===== src/rtl/opf_pkg.sv =====
package opf_pkg;

    typedef enum logic [2:0] {
        PH_IDLE = 3'd0,
        PH_T1   = 3'd1,
        PH_T2   = 3'd2,
        PH_TW   = 3'd3,
        PH_T3   = 3'd4,
        PH_T4   = 3'd5
    } phase_e;

    // state registered on the falling clock edge
    typedef struct packed {
        logic fetch_arm;   // fetch strobes enabled (set in T1)
        logic rf_strobe;   // refresh memory request pulse
        logic wait_ins;    // one more wait state requested
    } half_t;

    function automatic logic is_fetch(phase_e p);
        return (p == PH_T1) || (p == PH_T2) || (p == PH_TW);
    endfunction

    function automatic logic is_refresh(phase_e p);
        return (p == PH_T3) || (p == PH_T4);
    endfunction

endpackage


===== src/rtl/opf_refresh_ctr.sv =====
module opf_refresh_ctr #(
    parameter int ROW_W = 7
) (
    input  logic             clk,
    input  logic             rst_n,
    input  logic             adv,
    output logic [ROW_W-1:0] row
);
    logic [ROW_W-1:0] row_d, row_q;

    always_comb begin
        row_d = row_q;
        if (adv) row_d = row_q + 1'b1;
    end

    always_ff @(posedge clk or negedge rst_n) begin
        if (!rst_n) row_q <= '0;
        else        row_q <= row_d;
    end

    assign row = row_q;

    p_row_step_r9: assert property (@(posedge clk) disable iff (!rst_n)
        adv |=> row_q == ROW_W'($past(row_q) + 1'b1));

    p_row_hold_r9: assert property (@(posedge clk) disable iff (!rst_n)
        !adv |=> $stable(row_q));

endmodule


===== src/rtl/opf_half_cycle.sv =====
module opf_half_cycle
    import opf_pkg::*;
(
    input  logic   clk,
    input  logic   rst_n,
    input  phase_e phase,
    input  logic   wait_n,
    output half_t  half
);
    half_t h_d, h_q;

    always_comb begin
        h_d           = '0;
        h_d.fetch_arm = is_fetch(phase);
        h_d.rf_strobe = (phase == PH_T3);
        h_d.wait_ins  = ((phase == PH_T2) || (phase == PH_TW)) && !wait_n;
    end

    always_ff @(negedge clk or negedge rst_n) begin
        if (!rst_n) h_q <= '0;
        else        h_q <= h_d;
    end

    assign half = h_q;

    p_wait_only_fetch_r8: assert property (@(negedge clk) disable iff (!rst_n)
        h_q.wait_ins |-> h_q.fetch_arm);

    p_no_overlap_r7: assert property (@(negedge clk) disable iff (!rst_n)
        !(h_q.rf_strobe && h_q.fetch_arm));

endmodule


===== src/rtl/opf_phase_fsm.sv =====
module opf_phase_fsm
    import opf_pkg::*;
#(
    parameter int ADDR_W = 16,
    parameter int DATA_W = 8
) (
    input  logic              clk,
    input  logic              rst_n,
    input  logic              start,
    input  logic [ADDR_W-1:0] pc,
    input  logic [DATA_W-1:0] data_in,
    input  logic              wait_ins,
    output phase_e            phase,
    output logic [ADDR_W-1:0] pc_lat,
    output logic [DATA_W-1:0] opcode,
    output logic              done,
    output logic              row_adv
);
    typedef struct packed {
        phase_e            ph;
        logic [ADDR_W-1:0] pc;
        logic [DATA_W-1:0] op;
        logic              done;
    } fsm_t;

    fsm_t s_d, s_q;

    always_comb begin
        s_d      = s_q;
        s_d.done = 1'b0;
        unique case (s_q.ph)
            PH_IDLE, PH_T4: begin
                if (start) begin
                    s_d.ph = PH_T1;
                    s_d.pc = pc;
                end else begin
                    s_d.ph = PH_IDLE;
                end
            end
            PH_T1: s_d.ph = PH_T2;
            PH_T2, PH_TW: begin
                if (wait_ins) begin
                    s_d.ph = PH_TW;
                end else begin
                    s_d.ph   = PH_T3;
                    s_d.op   = data_in;
                    s_d.done = 1'b1;
                end
            end
            PH_T3: s_d.ph = PH_T4;
            default: s_d.ph = PH_IDLE;
        endcase
    end

    always_ff @(posedge clk or negedge rst_n) begin
        if (!rst_n) begin
            s_q.ph   <= PH_IDLE;
            s_q.pc   <= '0;
            s_q.op   <= '0;
            s_q.done <= 1'b0;
        end else begin
            s_q <= s_d;
        end
    end

    assign phase   = s_q.ph;
    assign pc_lat  = s_q.pc;
    assign opcode  = s_q.op;
    assign done    = s_q.done;
    assign row_adv = (s_q.ph == PH_T4);

    p_start_t1_r2: assert property (@(posedge clk) disable iff (!rst_n)
        (s_q.ph == PH_IDLE && start) |=> (s_q.ph == PH_T1 && s_q.pc == $past(pc)));

    p_wait_tw_r8: assert property (@(posedge clk) disable iff (!rst_n)
        ((s_q.ph == PH_T2 || s_q.ph == PH_TW) && wait_ins) |=> s_q.ph == PH_TW);

    p_done_single_r4: assert property (@(posedge clk) disable iff (!rst_n)
        s_q.done |=> !s_q.done);

    p_pc_hold_r11: assert property (@(posedge clk) disable iff (!rst_n)
        (s_q.ph != PH_IDLE && s_q.ph != PH_T4) |=> $stable(s_q.pc));

endmodule


===== src/rtl/opfetch_sequencer.sv =====
module opfetch_sequencer
    import opf_pkg::*;
#(
    parameter int ADDR_W = 16,
    parameter int DATA_W = 8,
    parameter int ROW_W  = 7
) (
    input  logic              clk,
    input  logic              rst_n,
    input  logic              start,
    input  logic [ADDR_W-1:0] pc,
    input  logic [DATA_W-1:0] data_in,
    input  logic              wait_n,
    output logic [ADDR_W-1:0] addr,
    output logic              m1_n,
    output logic              mreq_n,
    output logic              rd_n,
    output logic              rfsh_n,
    output logic [DATA_W-1:0] opcode,
    output logic              done
);
    localparam int HI_W = ADDR_W - ROW_W;

    phase_e            phase;
    half_t             half;
    logic [ADDR_W-1:0] pc_lat;
    logic [ROW_W-1:0]  row;
    logic              row_adv;
    logic              in_fetch, in_rf, fetch_req;

    opf_phase_fsm #(.ADDR_W(ADDR_W), .DATA_W(DATA_W)) u_fsm (
        .clk(clk), .rst_n(rst_n), .start(start), .pc(pc), .data_in(data_in),
        .wait_ins(half.wait_ins), .phase(phase), .pc_lat(pc_lat),
        .opcode(opcode), .done(done), .row_adv(row_adv)
    );

    opf_half_cycle u_half (
        .clk(clk), .rst_n(rst_n), .phase(phase), .wait_n(wait_n), .half(half)
    );

    opf_refresh_ctr #(.ROW_W(ROW_W)) u_row (
        .clk(clk), .rst_n(rst_n), .adv(row_adv), .row(row)
    );

    always_comb begin
        in_fetch  = is_fetch(phase);
        in_rf     = is_refresh(phase);
        fetch_req = half.fetch_arm && in_fetch;
        if (in_fetch)   addr = pc_lat;
        else if (in_rf) addr = {{HI_W{1'b0}}, row};
        else            addr = '0;
        m1_n   = !in_fetch;
        rd_n   = !fetch_req;
        mreq_n = !(fetch_req || half.rf_strobe);
        rfsh_n = !in_rf;
    end

    p_rd_off_refresh_r6: assert property (@(posedge clk) disable iff (!rst_n)
        !rfsh_n |-> rd_n);

    p_m1_rfsh_excl_r5: assert property (@(posedge clk) disable iff (!rst_n)
        m1_n || rfsh_n);

    p_rd_with_mreq_r3: assert property (@(negedge clk) disable iff (!rst_n)
        !rd_n |-> !mreq_n);

    p_row_stable_r7: assert property (@(negedge clk) disable iff (!rst_n)
        (!mreq_n && !rfsh_n) |-> $stable(addr));

endmodule


===== config.mk =====
export PLATFORM = sky130hd
export DESIGN_NAME = opfetch_sequencer
export DESIGN_NICKNAME = d
export VERILOG_FILES = /design/src/rtl/opf_pkg.sv /design/src/rtl/opf_refresh_ctr.sv /design/src/rtl/opf_half_cycle.sv /design/src/rtl/opf_phase_fsm.sv /design/src/rtl/opfetch_sequencer.sv
export SDC_FILE = /design/constraint.sdc
export NUM_CORES = 1
export LEC_CHECK = 0
export BUFFER_PORTS_ARGS = -buffer_cell sky130_fd_sc_hd__buf_4
export CAP_MARGIN = 20
export CORE_ASPECT_RATIO = 0.8
export CORE_MARGIN = 3
export CORE_UTILIZATION = 40
export CTS_CLUSTER_DIAMETER = 150
export DETAILED_ROUTE_END_ITERATION = 8
export GPL_ROUTABILITY_DRIVEN = 0
export GPL_TIMING_DRIVEN = 0
export HOLD_SLACK_MARGIN = 0.12
export PLACE_DENSITY = 0.7
export RECOVER_POWER = 25
export SLEW_MARGIN = 20
export SYNTH_ARGS = -nofsm -noshare
export SYNTH_HDL_FRONTEND = slang
export SYNTH_SLANG_ARGS = --single-unit

===== constraint.sdc =====
create_clock -name clk -period 4.2 [get_ports clk]
set_clock_uncertainty 0.2 [all_clocks]
set_input_delay 0.42 -clock clk [delete_from_list [all_inputs] [get_ports clk]]
set_output_delay 0.42 -clock clk [all_outputs]
set_load 0.05 [all_outputs]

# Word-level counts from Yosys, hierarchy flattened
# Cells that the tools add are included.
# word_totals
ff_bits,38
out_inout_bits,29
in_bits,28
elab_cells,39
# op_classes
n_mux,7
n_reduce_logical,17
n_bitwise,1
eq_ne,5
addsub,1
# op_table
op,n
$mux 16,1
$pmux 3 s4,1
$add 7x1->7 const B,1
$mux 7,1
$eq 3x2->1 const B,2
$eq 3x3->1 const B,2
$logic_not 1->1,5
$logic_or 1x1->1,5
$reduce_and 2->1,2
$reduce_or 2->1,2
$eq 3x1->1 const B,1
$logic_not 3->1,1
$mux 1,3
$mux 3,1
$logic_and 1x1->1,2
$not 1->1,1

# Logic depth before layout (Yosys ltp)
# Gate-level depths: netlist of run 1.
# depth
depth_word,6
mapped_depth,6
ltp_nobuf,4

# By module
# Synthesis of run 1 repeated with hierarchy kept, for this count alone.
# hier_totals
cells_unflattened,127
area_unflattened_um2,1719.1
# by_module_without_submodules
module,instances,cells_each,seq_area_each_um2,area_each_um2
opf_phase_fsm,1,67,700.7,1121.1
opf_refresh_ctr,1,22,175.2,282.8
opfetch_sequencer,1,32,0.0,205.2
opf_half_cycle,1,6,75.1,110.1

==> flow_summary.yaml, run 1 <==
floorplan:
  coreArea_mm2: 0.00393
  initial_core_util_pct: 42.8
  die_area_mm2: 0.00502
  die_y_um: 64.0
  rows: 20
  die_w_um: 78.5
  ios: 57
setup_path:
  end_kind: "output port"
  path_cells: "a21oi_1, buf_4"
  max_stage_delay_ns: 0.34
  path_class: "flop to output port"
  startpoint_type: "flop"
  rrSetupSlack_ns: 0.51
  cpMaxStageDelayCell: "dfrtn_1"
  cp.arrival_ns: 3.09
  worstPathRequired_ns: 3.58
  path_max_fanout: 2
global_routing:
  grt_pass1_vias: 1266
  grtUsageMet2_pct: 24.6
  grt_use_total_pct: 14.6
  grt_max_degree: 39
  grt_antenna_before_repair: 0
  overflow: 0
  grt-busiest-layer: "met2"
  grtUsageMet1_pct: 18.4
  grt_pass1_wl_um: 5790
  use_met3_pct: 5.63
synth:
  synth_warnings: 0
  synth.most_common_cell: "dfrtp_1"
  synthArstFlopShare_pct: 100
  synth_cells: 120
  synth_top_flop_cell: "dfrtp_1"
  syn_avg_cell_area_um2: 14.0
  syn_nets: 149
  ys_ff_latch: 38
  syn_area_mm2: 0.00168
  synth-edff-count: 0
  synthTopCellsByCount: "dfrtp_1 (35), mux2_2 (15), mux2_4 (10)"
  synth_seq_area_share_pct: 56.5
  yosysUniqueCellTypes: 32
  yosys.area.top_type: "dfrtp_1"
  yosysTopAreaCellShare_pct: 52.1
  synth_area_leaders: "dfrtp_1 (52%), mux2_2 (10%), mux2_4 (8.9%)"
sta:
  rsz0062_at_grt: "false"
  slew_headroom_pct: 67.9
  setup_tns_ns: 0
  finalHoldWorstSlack_ns: 0.167
  drv_slew: 0
  hold_viol_final: 0
  finalSetupViolCount: 0
  worst_slew_pin_slew_ns: 0.482
  worst_slack_ns: 0.487
cts:
  tritoncts: "built"
  insertion_delay_ns: 0.29
  cts.sinks: 38
  cts-root-buf: "clkbuf_8"
  cts_max_level: 2
  clk_pin_slew_ns: 0.08
  cts.path.max_buffers: 2
  cts_buffers: 5
status:
  status: "complete, no violations"
place:
  post-place-ws_ns: 0.486
  placed_area_mm2: 0.00217
  io_buffers: 56
  hpwlAfterDp_um: 2500
drt:
  drt_iter0_markers: 11
  via_count: 1144
  dr.pass1.iters: 4
  routed_wirelength_um: 3380
  detail_route.wl_per_cell_um: 14.1
  viasPerCell: 4.77
  drc_errors: 0
  ant_nets: 0
finish:
  drive_gt1_share_pct: 51.9
  final_nets: 213
  num-fill-cells: 339
  stdcell_area_mm2: 0.00226
  n_antenna_cell: 0
  areaGrowthSynthToFinish_pct: 34.6
job:
  cap_violations: 0
min_path:
  hold_class: "primary input to flop"
[worst max-delay path: cells and delay by family (launching register included)]
kind | cells | cell delay [ns]
AO/OA/AOI/OAI | 1 | 0.14
buffers and inverters | 1 | 0.22
flip-flops | 1 | 0.34
[cells by family (layout without fill, tap and decap cells)]
group           after synthesis  after routing  synth area share, %
xor+xnor                      7              7                 4.09
simple gates                 29             29                 10.9
mux                          25             25                 19.0
compound gates               12             12                 5.21
buf+inv                       8             73                 3.50
flops                        38             38                 56.5
fa+ha+maj                     1              1                0.744
[state kept, by name, summed over array words and instances (netlist names)]
register,flops
u_fsm.done,1
u_fsm.opcode,8
u_fsm.pc_lat,16
u_fsm.phase,3
u_half.half,3
u_row.row,7
[final timing paths]
kind                                start          endpoint  depth (start not counted)
max                        u_half.half[2]            mreq_n                          2
min                                pc[12]  u_fsm.pc_lat[12]                          2
max reg2reg                u_fsm.phase[0]    u_half.half[2]                          5
min reg2reg                  u_row.row[6]      u_row.row[6]                          1
max in group asynchronous           rst_n    u_half.half[1]                          2
min in group asynchronous           rst_n   u_fsm.opcode[0]                          2
[routing by layer]
layer	up-vias	routed length [um]	share of wire, %
met4	0	0	0
li1	544	-	-
met3	0	305	9.0
met2	43	1590	47
met5	-	0	0
met1	557	1490	44
[timing repair]
action                                  CTS  global route
buffers inserted                          0             0
hold buffers                              1             0
endpoints found under the setup margin    0             0
gates resized for setup                   0             0
hold endpoints to repair                 35             0
[layout by cell type (no fill, tap or decap), types with 3 or more instances in the layout]
| master | netlist | layout |
|---|---|---|
| a21oi_1 | 3 | 3 |
| a22o_1 | 7 | 7 |
| clkbuf_8 | 0 | 5 |
| nand2_1 | 4 | 4 |
| xor2_1 | 3 | 3 |
| mux2_2 | 15 | 15 |
| xnor2_1 | 3 | 3 |
| dfrtn_1 | 3 | 3 |
| nor2_1 | 3 | 3 |
| dfrtp_1 | 35 | 35 |
| nand4_1 | 3 | 3 |
| and2_1 | 9 | 9 |
| buf_4 | 1 | 57 |
| mux2_4 | 10 | 10 |
[stage by stage]
stage | cells | utilization, %
after floorplan | 120 | -
after global placement | 231 | 55.3
after detailed placement | 231 | 55.3
after CTS | 240 | 57.6
after global routing | 240 | 57.6
final | 240 | 57.6
[area by class of cell]
type / count / area, um2 / area share [%]
Buffer: 5 / 47.5 / 2.10
Clock buffer: 6 / 72.6 / 3.21
Clock inverter: 2 / 10.0 / 0.442
Inverter: 3 / 11.3 / 0.498
Multi-Input combinational cell: 74 / 672 / 29.7
Sequential cell: 38 / 951 / 42.0
Tap cell: 55 / 68.8 / 3.04
Timing Repair Buffer: 57 / 430 / 19.0
Power of run 1 is not shown: default switching activity piles up to over one toggle a cycle in this logic, so the estimate is an artifact.
==> inputs of run 2 (changes only) <==
--- a/config.mk
+++ b/config.mk
@@ -15,7 +15,7 @@
 export GPL_ROUTABILITY_DRIVEN = 0
 export GPL_TIMING_DRIVEN = 0
 export HOLD_SLACK_MARGIN = 0.12
-export PLACE_DENSITY = 0.7
+export PLACE_DENSITY = 0.72
 export RECOVER_POWER = 25
 export SLEW_MARGIN = 20
 export SYNTH_ARGS = -nofsm -noshare
==> constraint.sdc (replaced) <==
create_clock -name clk -period 3.2 [get_ports clk]
set_clock_uncertainty 0.2 [all_clocks]
set_input_delay 0.32 -clock clk [delete_from_list [all_inputs] [get_ports clk]]
set_output_delay 0.32 -clock clk [all_outputs]
set_load 0.05 [all_outputs]
==> run 2 against run 1 <==
Against the previous run: via count is 6.5% higher; final cell count grew 10%; core utilization rose by 6.9 points; first-iteration DRC count rose to 4.1 times the previous value; hold slack lost 0.0036 ns.
==> flow_summary.yaml, run 2 (synthesized netlist as in run 1, its figures left out) <==
status:
  status: "complete, no violations"
cts:
  cts.sinks: 38
  insertion_delay_ns: 0.29
  post_cts_buffers: 0
  clk_pin_slew_ns: 0.07
  cts-root-buf: "clkbuf_8"
  cts.path.max_buffers: 2
  tritoncts: "built"
  cts_buffers: 5
  cts_max_level: 2
finish:
  final_common_cell: "buf_4"
  drive_gt1_share_pct: 47.4
  areaGrowthSynthToFinish_pct: 50.7
  largest_reg_flops: 16
  final_nets: 237
  layout_common_cells: "buf_4 (57), dfrtp_1 (35), dlygate4sd3_1 (25), mux2_2 (15), mux2_4 (10)"
  n_antenna_cell: 0
setup_path:
  path_max_fanout: 2
  end_kind: "output port"
  cp.arrival_ns: 2.58
  path_class: "flop to output port"
  startpoint_type: "flop"
  worstPathRequired_ns: 2.68
global_routing:
  grt_pass1_vias: 1291
  grt_use_total_pct: 16.1
  grt_pass1_wl_um: 6200
  grt_antenna_before_repair: 0
  grt_max_degree: 39
  overflow: 0
floorplan:
  die_y_um: 64.0
  rows: 20
  initial_core_util_pct: 42.8
  ios: 57
  die_area_mm2: 0.00502
  coreArea_mm2: 0.00393
  die_w_um: 78.5
place:
  io_buffers: 56
  post-place-ws_ns: 0.151
  hpwlAfterDp_um: 2550
sta:
  finalSetupViolCount: 0
  drv_slew: 0
  worst_slack_ns: 0.0998
  slew_headroom_pct: 67.6
  rsz0062_at_grt: "false"
  setup_tns_ns: 0
  worst_slew_pin_slew_ns: 0.485
  hold_viol_final: 0
drt:
  routed_wirelength_um: 3660
  drt_iter0_markers: 45
  drc_errors: 0
  ant_nets: 0
  via_count: 1218
  detail_route.wl_per_cell_um: 13.9
  viasPerCell: 4.61
  dr.pass1.iters: 4
min_path:
  hold_class: "primary input to flop"
job:
  cap_violations: 0
run 2: cell types whose count changed in the layout (fill, tap and decap cells not counted):
cell / change
clkbuf_1: -1
a21oi_1: -1
clkinv_2: +1
dlygate4sd3_1: +24
clkinv_1: -1
bufinv_16: +1
a21oi_2: +1
run 2: metal layers:
layer	wire (um)	global-route usage [%]	vias to the layer above
li1	-	-	594
met2	1860	26.5	39
met3	229	4.51	4
met5	0	0	-
met1	1530	20.8	581
met4	45	5.02	0
run 2: final timing paths:
kind / startpoint / end / slack (ns) / depth (start not counted)
worst max-delay path: u_half.half[2] / mreq_n / 0.1 / 2
worst min-delay path: start / u_fsm.phase[0] / 0.16 / 4
worst max register to register: u_fsm.phase[0] / u_half.half[2] / 0.15 / 5
worst min register to register: u_row.row[6] / u_row.row[6] / 0.28 / 1
max in group asynchronous: rst_n / u_half.half[0] / 0.61 / 2
min in group asynchronous: rst_n / u_fsm.done / 0.34 / 2
run 2: repair_timing:
| action | CTS | global route |
|---|---|---|
| resized for setup | 0 | 0 |
| endpoints found under the hold margin | 59 | 0 |
| endpoints found under the setup margin | 0 | 0 |
| hold buffers | 25 | 0 |
run 2: worst max-delay path: stages, from the launching register on:
cell	delay [ns]
dfrtn_1	0.35
a21oi_2	0.13
buf_4	0.21
run 2: area by class of cell:
class,count,area (um2)
Buffer,5,47.5
Multi-Input combinational cell,74,676
Clock inverter,3,40.0
Tap cell,55,68.8
Timing Repair Buffer,81,671
Sequential cell,38,951
Fill cell,304,1390
Inverter,3,12.5
Clock buffer,5,68.8
run 2: through the flow:
step / hold slack (ns) / instances / utilization [%] / cell area (um2)
2_1_floorplan: -0.176 / 120 / - / 1690
3_3_place_gp: 0.103 / 231 / 55.4 / 2180
3_5_place_dp: 0.112 / 231 / 55.4 / 2180
4_1_cts: 0.156 / 264 / 64.5 / 2530
5_1_grt: 0.191 / 264 / 64.5 / 2530
6_report: 0.163 / 264 / 64.5 / 2530
Power of run 2 is left out for the same reason.
==> inputs of run 3 (changes only) <==
--- a/config.mk
+++ b/config.mk
@@ -8,7 +8,7 @@
 export BUFFER_PORTS_ARGS = -buffer_cell sky130_fd_sc_hd__buf_4
 export CAP_MARGIN = 20
 export CORE_ASPECT_RATIO = 0.8
-export CORE_MARGIN = 3
+export CORE_MARGIN = 4
 export CORE_UTILIZATION = 40
 export CTS_CLUSTER_DIAMETER = 150
 export DETAILED_ROUTE_END_ITERATION = 8
==> run 3 against run 2 <==
Against the previous run: die area is 5.8% higher; global-route usage is 0.16 points lower; critical path depth stayed put; largest cell class unchanged; highest routed layer unchanged.
==> flow_summary.yaml, run 3 (synthesized netlist as in run 1, its figures left out) <==
status:
  status: "complete, no violations"
setup_path:
  rrSetupSlack_ns: 0.14
  path_max_fanout: 2
  path_class: "flop to output port"
  reg2reg_depth: 5
  r2r_end: "u_half.half[2]"
  startpoint_type: "flop"
  critPathLaunch: "u_half.half[2]"
  end_kind: "output port"
  worstPathRequired_ns: 2.68
  r2r-start: "u_fsm.phase[0]"
  cp.arrival_ns: 2.57
sta:
  hold_viol_final: 0
  worst_slew_pin_slew_ns: 0.518
  drv_slew: 0
  finalSetupViolCount: 0
  setup_tns_ns: 0
  slew_headroom_pct: 65.4
  rsz0062_at_grt: "false"
cts:
  cts-root-buf: "clkbuf_8"
  cts_buffers: 5
  cts.path.max_buffers: 2
  ctsHoldBuffers: 25
  cts_resized: 0
  post_cts_buffers: 0
  tritoncts: "built"
  clk_pin_slew_ns: 0.07
  cts_max_level: 2
  insertion_delay_ns: 0.29
  cts.sinks: 38
place:
  placed_area_mm2: 0.00218
  hpwlAfterDp_um: 2650
  io_buffers: 56
drt:
  ant_nets: 0
  drc_errors: 0
  via_count: 1220
  detail_route.wl_per_cell_um: 14.3
  routed_wirelength_um: 3770
  drt_iter0_markers: 27
  dr.pass1.iters: 4
  viasPerCell: 4.62
finish:
  num-fill-cells: 320
  final_nets: 237
  seq_area_um2: 951
  drive_gt1_share_pct: 47.4
  n_antenna_cell: 0
  multi_input_area_um2: 676
  layout_common_cells: "buf_4 (57), dfrtp_1 (35), dlygate4sd3_1 (25), mux2_2 (15), mux2_4 (10)"
  final_core_util_pct: 64.2
  areaGrowthSynthToFinish_pct: 49.9
  largest_reg_flops: 16
  final_common_cell: "buf_4"
  stdcell_area_mm2: 0.00252
global_routing:
  grt_antenna_before_repair: 0
  grt_max_degree: 39
  grt-busiest-layer: "met2"
  use_met3_pct: 4.22
  overflow: 0
  grt_pass1_vias: 1407
  grt_use_total_pct: 16.0
  grtUsageMet2_pct: 28.2
  grt_pass1_wl_um: 6470
  grtUsageMet1_pct: 18.7
floorplan:
  coreArea_mm2: 0.00393
  ios: 57
  die_y_um: 66.0
  die_w_um: 80.5
  die_area_mm2: 0.00531
  rows: 20
  initial_core_util_pct: 42.8
job:
  cap_violations: 0
min_path:
  min_to: "u_fsm.phase[0]"
  min_from: "start"
  hold_class: "primary input to flop"
  holdPathStages: 4
## run 3: cell type report
type	instances	area share (%)
clock inverter	2	0.496
multi-input combinational	74	26.8
tap	55	2.73
clock buffer	6	3.28
inverter	3	0.496
sequential	38	37.7
buffer	5	1.89
timing repair buffer	81	26.6
## run 3: worst max-delay path by stage
stage                     endpoint  slack [ns]  cells past startpoint
floorplan           u_half.half[2]        0.03                      5
global placement    u_half.half[2]        0.17                      5
detailed placement  u_half.half[2]        0.13                      5
CTS                         mreq_n        0.11                      2
global route        u_half.half[2]        0.04                      5
finish                      mreq_n        0.11                      2
## run 3: worst max-delay path, stage by stage, from the launching register on
cell,delay (ns)
dfrtn_1,0.36
a21oi_2,0.12
buf_4,0.20
## run 3: per-layer routing
layer | routed length (um) | share of wire [%]
met5 | 0 | 0
met3 | 223 | 5.9
met1 | 1610 | 43
met4 | 68 | 1.8
met2 | 1870 | 50
## run 3: per-stage QoR
| step | hold WS (ns) | setup slack, ns | instances |
|---|---|---|---|
| floorplan | -0.176 | 0.0283 | 120 |
| global placement | 0.106 | 0.166 | 231 |
| detailed placement | 0.106 | 0.133 | 231 |
| CTS | 0.169 | 0.105 | 264 |
| global route | 0.213 | 0.0446 | 264 |
| finish | 0.172 | 0.108 | 264 |
Power of run 3 is left out for the same reason.
